### src/rtl/pcm_frac_clkgen.sv
module pcm_frac_clkgen #(
  parameter int          INT_W      = 12,
  parameter int          FRAC_W     = 12,
  parameter int          FRAME_BITS = 32,
  parameter int          SYNC_BITS  = 16,
  parameter logic [7:0]  KEY        = 8'h5A,
  parameter logic [3:0]  SRC_OSC    = 4'd1
) (
  input  logic                  clk,
  input  logic                  rst_n,
  input  logic                  wr_en,
  input  logic                  wr_sel,
  input  logic [31:0]           wr_data,
  input  logic                  rd_sel,
  output logic [31:0]           rd_data,
  input  logic [FRAME_BITS-1:0] sample_in,
  output logic                  bclk,
  output logic                  fsync,
  output logic                  sdout
);
  localparam int CNT_W = INT_W + 1;
  localparam int BIT_W = $clog2(FRAME_BITS);
  localparam logic [31:0] CTRL_MASK = 32'h0000_061F;
  localparam logic [31:0] DIV_MASK  = (32'd1 << (INT_W + FRAC_W)) - 32'd1;

  logic [31:0] ctrl_q, div_q;
  wire key_ok = (wr_data[31:24] == KEY);
  wire running = ctrl_q[4] && (ctrl_q[3:0] == SRC_OSC);

  always_ff @(posedge clk or negedge rst_n)
    if (!rst_n) begin
      ctrl_q <= '0;
      div_q  <= '0;
    end else if (wr_en && key_ok) begin
      if (!wr_sel)        ctrl_q <= wr_data & CTRL_MASK;
      else if (!ctrl_q[4]) div_q <= wr_data & DIV_MASK;
    end

  assign rd_data = rd_sel ? div_q : (ctrl_q | {24'd0, running, 7'd0});

  wire [INT_W-1:0]  int_raw  = div_q[FRAC_W +: INT_W];
  wire [INT_W-1:0]  int_eff  = (int_raw < INT_W'(2)) ? INT_W'(2) : int_raw;
  wire [FRAC_W-1:0] frac_eff = (ctrl_q[10:9] == 2'd1) ? div_q[FRAC_W-1:0] : '0;
  wire [INT_W-1:0]  hi_len   = int_eff >> 1;

  logic              active_q, bclk_q, fs_q;
  logic [CNT_W-1:0]  cnt_q, last_q;
  logic [FRAC_W-1:0] acc_q;
  logic [BIT_W-1:0]  bit_q;
  logic [FRAME_BITS-1:0] sh_q;

  wire [FRAC_W:0] acc_sum = {1'b0, acc_q} + {1'b0, frac_eff};
  wire start = running && (!active_q || cnt_q == last_q);
  wire [BIT_W-1:0] bit_n = !active_q ? '0 :
                           (bit_q == BIT_W'(FRAME_BITS - 1)) ? '0 : bit_q + 1'b1;

  always_ff @(posedge clk)
    if (!rst_n || !running) begin
      active_q <= 1'b0;
      bclk_q   <= 1'b0;
      fs_q     <= 1'b0;
      cnt_q    <= '0;
      last_q   <= '0;
      acc_q    <= '0;
      bit_q    <= '0;
      sh_q     <= '0;
    end else if (start) begin
      active_q <= 1'b1;
      cnt_q    <= '0;
      last_q   <= CNT_W'(int_eff) - CNT_W'(1) + CNT_W'(acc_sum[FRAC_W]);
      acc_q    <= acc_sum[FRAC_W-1:0];
      bclk_q   <= 1'b1;
      bit_q    <= bit_n;
      fs_q     <= (bit_n < BIT_W'(SYNC_BITS));
      sh_q     <= (bit_n == '0) ? sample_in : (sh_q << 1);
    end else begin
      cnt_q  <= cnt_q + 1'b1;
      bclk_q <= (cnt_q + 1'b1) < CNT_W'(hi_len);
    end

  assign bclk  = bclk_q;
  assign fsync = fs_q;
  assign sdout = sh_q[FRAME_BITS-1];

  AST_KEY_GUARD: assert property (@(posedge clk) disable iff (!rst_n)
    (wr_en && !key_ok) |=> ($stable(ctrl_q) && $stable(div_q)));
  AST_DIV_LOCK: assert property (@(posedge clk) disable iff (!rst_n)
    (wr_en && wr_sel && ctrl_q[4]) |=> $stable(div_q));
  AST_QUIET: assert property (@(posedge clk) disable iff (!rst_n)
    !running |=> (!bclk && !fsync && !sdout));
  AST_SYNC_EDGE: assert property (@(posedge clk) disable iff (!rst_n)
    $rose(fsync) |-> $rose(bclk));
  AST_SD_HOLD: assert property (@(posedge clk) disable iff (!rst_n)
    (running && $past(running) && !$rose(bclk)) |-> $stable(sdout));
endmodule

### config.mk
export PLATFORM = sky130hd
export DESIGN_NAME = pcm_frac_clkgen
export DESIGN_NICKNAME = d
export VERILOG_FILES = /design/src/rtl/pcm_frac_clkgen.sv
export SDC_FILE = /design/constraint.sdc
export NUM_CORES = 1
export LEC_CHECK = 0
export ABC_AREA = 1
export BUFFER_PORTS_ARGS = -buffer_cell sky130_fd_sc_hd__clkbuf_2
export CAP_MARGIN = 10
export CORE_MARGIN = 5
export CORE_UTILIZATION = 55
export CTS_CLUSTER_SIZE = 16
export DETAILED_ROUTE_END_ITERATION = 8
export PLACE_DENSITY = 0.78
export REMOVE_ABC_BUFFERS = 1
export SLEW_MARGIN = 20
export SYNTH_ARGS = -nofsm -noshare
export SYNTH_HDL_FRONTEND = slang
export SYNTH_SLANG_ARGS = --single-unit
### constraint.sdc
create_clock -name clk -period 3.2 [get_ports clk]
set_clock_uncertainty 0.1 [all_clocks]
set_input_delay 0.32 -clock clk [delete_from_list [all_inputs] [get_ports clk]]
set_output_delay 0.32 -clock clk [all_outputs]
set_load 0.01 [all_outputs]
==> results of run 1 <==
==> path summary, 6_finish.rpt <==
path                       depth (start not counted)    endpoint  slack [ns]         from
setup reg to reg                                  19  last_q[10]        0.26   ctrl_q[10]
min in group asynchronous                          3    div_q[3]        0.49        rst_n
hold reg to reg                                    2    bit_q[4]        0.37     bit_q[4]
hold / removal                                     2   div_q[11]         0.1  wr_data[11]
max in group asynchronous                          3   div_q[12]        2.20        rst_n
setup / recovery                                  19  last_q[10]        0.26   ctrl_q[10]
==> sequential cells by signal, summed over array words and instances, names as in the netlist <==
name,count
bclk,1
sh_q,32
last_q,13
acc_q,12
bit_q,5
div_q,24
ctrl_q,7
fsync,1
cnt_q,13
active_q,1
==> metal layers <==
layer | part of all wire (%) | up-vias
met5 | 0 | -
met4 | 1.7 | 0
met3 | 5.9 | 21
met2 | 46 | 178
met1 | 46 | 2662
li1 | - | 3058
==> power groups by stage <==
stage / Combinational (W) / Sequential [W] / Clock, W
final: 0.000206 / 0.00138 / 0.00121
after global routing: 0.000235 / 0.00138 / 0.00130
after CTS: 0.000200 / 0.00138 / 0.00123
after detailed placement: 0.000198 / 0.00141 / 0
after global placement: 0.000195 / 0.00141 / 0
after floorplan: 0.000115 / 0.00141 / 0
==> cells by family after synthesis <==
family | count (synthesis) | share of synthesized area, %
simple gates | 487 | 32.8
buf+inv | 157 | 10.2
flops | 109 | 36.8
compound gates | 99 | 8.07
fa+ha+maj | 28 | 5.63
xor+xnor | 25 | 3.45
mux | 17 | 3.01
other cells | 1 | 0.0590
==> cell type report <==
cell class,count,area share [%]
clock buffers,11,3.64
inverters,111,5.74
repair buffers,108,7.93
clock inverters,5,0.862
multi-input cells,664,47.2
well taps,143,2.47
flip-flops and latches,109,32.2
==> worst max-delay path: stages, from the launching register on <==
cell and delay, ns:
dfrtp_1 0.38, inv_1 0.08, nand2_2 0.10, buf_4 0.18, nor2_1 0.12, ha_1 0.28
nand2_1 0.10, nor2_1 0.06, o21ai_0 0.07, nand4_1 0.13, nand2_1 0.08, nand2_1 0.06
a21oi_2 0.14, ha_2 0.20, ha_2 0.21, nand3_2 0.11, nor2_2 0.14, nand2_1 0.07
xor2_1 0.13, a21oi_1 0.07
==> stage by stage <==
step	instances	total power, W	util, %
2_1_floorplan	884	0.00152	-
3_5_place_dp	1132	0.00161	60.6
6_report	1151	0.00280	63.8
5_1_grt	1151	0.00292	63.8
3_3_place_gp	1132	0.00161	60.6
4_1_cts	1149	0.00282	63.5
==> placed cells by master, fill, tap and decap left out, types with 14 or more instances in the layout <==
cell type	instances
o21ai_0	49
dfrtp_1	31
inv_1	105
nand3_1	54
clkbuf_2	95
a21oi_1	34
nand3b_1	32
nand2_1	222
mux2_2	17
ha_1	25
dfxtp_1	78
xor2_1	14
nor2_1	151
==> what timing repair did <==
| action | 4_1_cts | 5_1_grt |
|---|---|---|
| setup buffers | 0 | 2 |
| hold buffers | 1 | 0 |
| hold endpoints to repair | 31 | 0 |
| gates resized for setup | 0 | 7 |
| endpoints found under the setup margin | 0 | 10 |
==> qor.yml, run 1 <==
cells_and_area:
  fillers: 1059
  drive_gt1_share_pct: 15.9
  seqCellArea_mm2: 0.00234
  design_area_mm2: 0.00726
  synthToLayoutAreaGrowth_pct: 14.2
  multiInputGateArea_mm2: 0.00342
  nets: 1100
  n_antenna_cell: 0
cts:
  cts_buffers: 9
  insertion_delay_ns: 0.35
  h-tree-depth: 3
  clockRootBuffer: "clkbuf_16"
  cts_sinks: 109
  cts_tree: "done"
  clockBufferDepth: 2
  path_clk_slew_ns: 0.08
floorplan:
  die_w_um: 117
  dieArea_mm2: 0.0138
  ios: 104
  initial_core_util_pct: 55.9
  rows: 39
  core_area_mm2: 0.0114
  die_h_um: 117
outcome:
  status: "completed"
placed_design:
  dp_hpwl_um: 10600
  preCtsSetupSlack_ns: 0.133
  portBuffers: 95
  dpl_cell_area_mm2: 0.00689
  routabilityCongestion: 0.919
global_route:
  met2_usage_pct: 35.3
  antenna_found_initial: 0
  grt_util_met1_pct: 29.2
  grt_max_degree: 63
  use_met3_pct: 4.18
  busiest_layer: "met2"
  grt_overflow: 0
  grtUsageTotal_pct: 21.8
  grt_pass1_wl_um: 25900
  grt_pass1_vias: 5661
logic_synthesis:
  synth_area_leader_cell: "dfxtp_1"
  synth_edf_count: 0
  yosysWarnings: 0
  synthDistinctLibCells: 33
  yosysMostFrequentCell: "nand2_1"
  syn-cell-area_mm2: 0.00635
  ys_seq_elements: 109
  synth_area_leaders: "dfxtp_1 25%, nand2_1 13%, dfrtp_1 12%"
  netlist.area_leader.share_pct: 24.6
  avgSynthCellArea_um2: 6.88
  synth-main-ff-cell: "dfxtp_1"
  synth-seq-area-share_pct: 36.8
  netlist_instances: 923
  ys_top_cells_by_count: "223 x nand2_1, 154 x nor2_1, 105 x inv_1"
  synthArstFlopShare_pct: 28.4
pwr:
  leakage_nw: 3.55
  seqPwrFrac_pct: 49.3
  power_frac_clock_pct: 43.3
  p_sw_share_pct: 23.3
  power_frac_comb_pct: 7.3
  p_int_w: 0.00215
  p_switching_w: 0.000654
  power.density_mw_per_mm2: 386
  max-vdd-ir-drop_mv: 0.337
timing:
  hold_ws_ns: 0.0955
  tightestPinTransition_ns: 0.798
  layout_setup_ws_ns: 0.261
  slew_viol_final: 0
  setup_viol: 0
  min_period_ns: 2.94
  slew_headroom_pct: 46.7
  fin_tns_setup_ns: 0
  clock.fmax_mhz: 340
  finalCritPeriodShare_pct: 91.9
  hold_viol: 0
drt:
  final_antenna_net_count: 0
  drc_errors: 0
  routed_wl_um: 15200
  drt_iter0_drc: 481
  wl_per_cell_um: 13.2
  vias_per_cell: 5.14
  drt-pass1-iter-count: 6
  num_vias: 5919
setup_path:
  cp.arrival_ns: 3.05
  critical_path_required_ns: 3.31
  endpoint_kind: "register"
  critPathKind: "reg2reg"
  crit_fanout: 7
  start_kind: "register"
worst_hold_path:
  hold_path_class: "in2reg"
run:
  cap_violations: 0
(Power assumes the default switching activity.)
==> run 2: changes to the inputs <==
Settings changed: CORE_MARGIN 5 to default, CTS_BUF_LIST from default to sky130_fd_sc_hd__clkbuf_8.
==> qor.yml, run 2 (synthesized netlist as in run 1, its figures left out) <==
outcome:
  status: "completed"
cells_and_area:
  drive_gt1_share_pct: 16.1
  layout_commonest_cell: "nand2_1"
  layout_common_cells: "222 x nand2_1, 150 x nor2_1, 105 x inv_1"
  regMostFlops: "sh_q"
  fillers: 1022
  synthToLayoutAreaGrowth_pct: 12.4
  final_core_util_pct: 64.7
  nets: 1101
  largest_register_ffs: 32
  n_antenna_cell: 0
  top_regs: "sh_q (32), div_q (24)"
setup_path:
  r2r_setup_slack_ns: 0.28
  crit_fanout: 7
  r2r_cells: 16
  endpoint_kind: "register"
  cp.arrival_ns: 3.14
  r2r-end: "last_q[10]"
  critPathKind: "reg2reg"
  start_kind: "register"
  rr_startpoint: "ctrl_q[9]"
  critical_path_required_ns: 3.41
global_route:
  grt_pass1_wl_um: 24200
  grt_pass1_vias: 5248
  grt_overflow: 0
  antenna_found_initial: 0
  grtUsageTotal_pct: 25.8
  grt_max_degree: 63
drt:
  vias_per_cell: 5.14
  drc_errors: 0
  wl_per_cell_um: 12.6
  routed_wl_um: 14500
  final_antenna_net_count: 0
  drt-pass1-iter-count: 5
  drt_iter0_drc: 335
  num_vias: 5910
timing:
  grt_setup_unrepaired: "true"
  finalCritPeriodShare_pct: 91.4
  slew_headroom_pct: 57.2
  slew_viol_final: 0
  hold_viol: 0
  fin_tns_setup_ns: 0
  clock.fmax_mhz: 342
  setup_viol: 0
  min_period_ns: 2.92
  tightestPinTransition_ns: 0.642
  layout_setup_ws_ns: 0.275
cts:
  cts_sinks: 109
  clockRootBuffer: "clkbuf_8"
  path_clk_slew_ns: 0.11
  cts_buffers: 9
  cts_tree: "done"
  h-tree-depth: 3
  clockBufferDepth: 2
  insertion_delay_ns: 0.38
worst_hold_path:
  hold_path_class: "in2reg"
  whs_endpoint: "div_q[14]"
  hp-start: "wr_data[14]"
  min_path_cells: 2
floorplan:
  ios: 104
  initial_core_util_pct: 57.6
  core_area_mm2: 0.0110
  rows: 38
  dieArea_mm2: 0.0120
  die_w_um: 109
  die_h_um: 109
placed_design:
  preCtsSetupSlack_ns: 0.211
  dp_hpwl_um: 10200
  portBuffers: 95
  routabilityCongestion: 0.855
pwr:
  power_frac_clock_pct: 34.7
  seqPwrFrac_pct: 56.8
  p_int_w: 0.00183
  power.density_mw_per_mm2: 341
  leakage_nw: 3.49
  max-vdd-ir-drop_mv: 0.383
  p_switching_w: 0.000607
  power_frac_comb_pct: 8.5
  p_sw_share_pct: 24.9
run:
  cap_violations: 0
==> run 2: routing by layer <==
metal	track usage, %	part of all wire (%)	vias up
met5	0	0	-
met4	7.33	1.8	0
met3	4.39	5.6	19
met2	41.8	46	171
met1	35.5	46	2664
li1	-	-	3056
==> run 2: power groups by stage <==
| stage | Clock, W | Combinational (W) | Sequential, W |
|---|---|---|---|
| 6_report | 0.000846 | 0.000207 | 0.00138 |
| 5_1_grt | 0.000921 | 0.000238 | 0.00139 |
| 4_1_cts | 0.000865 | 0.000202 | 0.00138 |
| 3_5_place_dp | 0 | 0.000199 | 0.00141 |
| 3_3_place_gp | 0 | 0.000198 | 0.00141 |
| 2_1_floorplan | 0 | 0.000115 | 0.00141 |
==> run 2: critical path: stages, from the launching register on <==
cell,delay [ns]
dfrtp_1,0.42
nand2_2,0.15
buf_4,0.18
nor2_1,0.07
fa_1,0.45
nand3_1,0.10
nand4_1,0.15
nand2_1,0.09
nand2_1,0.06
a21oi_2,0.12
ha_2,0.18
ha_2,0.20
nand3_2,0.12
nor2_4,0.13
nand2_1,0.06
xor2_1,0.14
a21oi_1,0.13
==> run 2: how the worst max path moves through the flow <==
stage | startpoint | end | slack, ns | cells past startpoint
5_1_grt | ctrl_q[10] | last_q[10] | -0.04 | 19
3_5_place_dp | ctrl_q[9] | last_q[10] | 0.21 | 16
6_report | ctrl_q[9] | last_q[10] | 0.28 | 16
3_3_place_gp | ctrl_q[9] | last_q[10] | 0.29 | 16
4_1_cts | ctrl_q[10] | last_q[10] | 0.17 | 19
2_1_floorplan | bit_q[0] | sh_q[10] | -0.11 | 13
==> run 2: final cells by class <==
type                       count  area [um^2]  area share [%]
clock buffer                   9          124            1.73
clock inverter                 7         73.8            1.03
inverter                     111          417            5.83
multi-input combinational    664         3430            48.0
sequential                   109         2340            32.7
tap                          140          175            2.45
timing repair buffer         109          583            8.17
==> run 2: metrics by stage <==
stage	area [um^2]	std cells	hold slack [ns]	power, W
after floorplan	6150	884	-0.0756	0.00152
after global placement	6900	1131	0.308	0.00161
after detailed placement	6900	1131	0.306	0.00161
after CTS	7100	1148	0.0558	0.00245
after global routing	7140	1149	0.0463	0.00254
final	7140	1149	0.0655	0.00244
==> run 2: repair_timing <==
item	CTS	global route
resized for setup	0	9
endpoints found under the hold margin	31	0
hold buffers	1	0
buffers inserted	0	1
setup endpoints to repair	0	9
==> run 3: changes to the inputs <==
Settings changed: CORE_UTILIZATION 55 to 44, GPL_TIMING_DRIVEN from default to 0, PLACE_DENSITY 0.78 to default.
==> qor.yml, run 3 (synthesized netlist as in run 1, its figures left out) <==
outcome:
  status: "completed"
cts:
  insertion_delay_ns: 0.39
  cts_tree: "done"
  clockBufferDepth: 2
  clockRootBuffer: "clkbuf_8"
  cts_buffers: 9
  path_clk_slew_ns: 0.10
  h-tree-depth: 3
  cts_sinks: 109
drt:
  final_antenna_net_count: 0
  drc_errors: 0
  num_vias: 5737
  vias_per_cell: 4.83
  wl_per_cell_um: 12.9
  drt-pass1-iter-count: 5
  routed_wl_um: 15300
  drt_iter0_drc: 284
setup_path:
  crit_buf_inv: 0
  rr_startpoint: "ctrl_q[9]"
  cp.arrival_ns: 3.15
  cp_cell_sequence: "nand2_4, nor2_1, ha_1, fa_2, nand3_1, nand4_1, nand2_1, nand2_1, a21oi_2, ha_2, ha_4, nand3_2, nor2_2, nand2_1, xor2_1, a21oi_1"
  critical_path_required_ns: 3.37
  critPathKind: "reg2reg"
  cp_common_cell: "nand2_1"
  start_kind: "register"
  cpPeakStageDelay_ns: 0.44
  cp_slowest_cell: "dfrtp_1"
  endpoint_kind: "register"
  r2r-end: "last_q[10]"
  critPathTopFamily: "adder cells"
  r2r_setup_slack_ns: 0.22
  r2r_cells: 16
  crit_fanout: 10
pwr:
  max-vdd-ir-drop_mv: 0.161
  p_int_w: 0.00184
  p_switching_w: 0.000619
  power_frac_clock_pct: 35.1
  power.density_mw_per_mm2: 339
  power_frac_comb_pct: 8.8
  leakage_nw: 3.52
  p_sw_share_pct: 25.1
  seqPwrFrac_pct: 56.1
  p_total_w: 0.00246
floorplan:
  ios: 104
  dieArea_mm2: 0.0149
  core_area_mm2: 0.0140
  die_w_um: 122
  rows: 43
  initial_core_util_pct: 45.4
  die_h_um: 122
cells_and_area:
  nets: 1099
  drive_gt1_share_pct: 16.0
  layout_commonest_cell: "nand2_1"
  regMostFlops: "sh_q"
  top_regs: "sh_q (32), div_q (24)"
  layout_common_cells: "222 x nand2_1, 150 x nor2_1, 106 x inv_1"
  synthToLayoutAreaGrowth_pct: 14.4
  largest_register_ffs: 32
timing:
  setup_viol: 0
  grt_setup_unrepaired: "true"
  fin_tns_setup_ns: 0
  finalCritPeriodShare_pct: 93.1
  clock.fmax_mhz: 336
  layout_setup_ws_ns: 0.221
  min_period_ns: 2.98
  hold_ws_ns: 0.0547
  slew_viol_final: 0
  tightestPinTransition_ns: 0.841
  slew_headroom_pct: 43.9
  hold_viol: 0
placed_design:
  routabilityCongestion: 0.821
  preCtsSetupSlack_ns: -0.235
  portBuffers: 95
  dp_hpwl_um: 10400
global_route:
  antenna_found_initial: 1
  grtUsageTotal_pct: 21.2
  grt_pass1_vias: 5239
  grt_overflow: 0
  grt_max_degree: 64
  grt_pass1_wl_um: 25000
worst_hold_path:
  min_path_cells: 2
  hp-start: "wr_data[15]"
  whs_endpoint: "div_q[15]"
  hold_path_class: "in2reg"
run:
  cap_violations: 0
[run 3: cell count changes in the layout (fill, tap and decap cells not counted), sizes merged]
cell,delta
clkinvlp,-2
inv,+2
diode,+1
clkinv,-1
buf,-3
clkbuf,+1
nor2,+1
[run 3: metal layers]
| layer | global-route usage (%) | routed length [um] |
|---|---|---|
| met1 | 29.3 | 7840 |
| met2 | 33.1 | 6600 |
| met3 | 3.56 | 641 |
| met4 | 8.16 | 203 |
| met5 | 0 | 0 |
[run 3: final cells by class]
| type | instances | area, um^2 |
|---|---|---|
| fill | 1460 | 6720 |
| multi-input combinational | 665 | 3480 |
| sequential | 109 | 2340 |
| timing repair buffer | 106 | 599 |
| inverter | 111 | 424 |
| tap | 180 | 225 |
| clock buffer | 10 | 138 |
| clock inverter | 6 | 56.3 |
| antenna | 1 | 2.50 |
[run 3: worst reg2reg max path, cell delays in order, from the launching register on]
cell and delay [ns]:
dfrtp_1 0.44, nand2_4 0.15, nor2_1 0.06, ha_1 0.20
fa_2 0.37, nand3_1 0.10, nand4_1 0.12, nand2_1 0.08
nand2_1 0.06, a21oi_2 0.18, ha_2 0.23, ha_4 0.16
nand3_2 0.11, nor2_2 0.16, nand2_1 0.07, xor2_1 0.17
a21oi_1 0.09
[run 3: metrics by stage]
step | instances | util (%) | instance area (um^2)
after floorplan | 884 | - | 6150
after global placement | 1159 | 49.0 | 6850
after detailed placement | 1164 | 49.7 | 6950
after CTS | 1181 | 51.2 | 7170
after global routing | 1187 | 51.9 | 7260
final | 1188 | 51.9 | 7270
[run 3: what timing repair did]
item / CTS / global route
gates cloned: 0 / 1
pin swaps: 0 / 7
gates resized for setup: 4 / 17
hold endpoints to repair: 31 / 0
endpoints found under the setup margin: 50 / 60
buffers inserted: 0 / 5
hold buffers: 1 / 0
[run 3: power by group through the flow]
stage                     combinational, W  clock [W]  sequential (W)
final                             0.000217   0.000865         0.00138
after global routing              0.000245   0.000942         0.00138
after CTS                         0.000203   0.000889         0.00138
after detailed placement          0.000200          0         0.00141
after global placement            0.000200          0         0.00141
after floorplan                   0.000115          0         0.00141
[run 3: worst max-delay path by stage]
stage,from,to,slack [ns],depth (start not counted)
after floorplan,bit_q[0],sh_q[10],-0.11,13
after global placement,bit_q[0],sh_q[17],-1.30,13
after detailed placement,ctrl_q[9],last_q[10],-0.24,16
after CTS,bit_q[0],sh_q[13],0.008,13
after global routing,ctrl_q[10],last_q[10],-0.02,19
final,ctrl_q[9],last_q[10],0.22,16
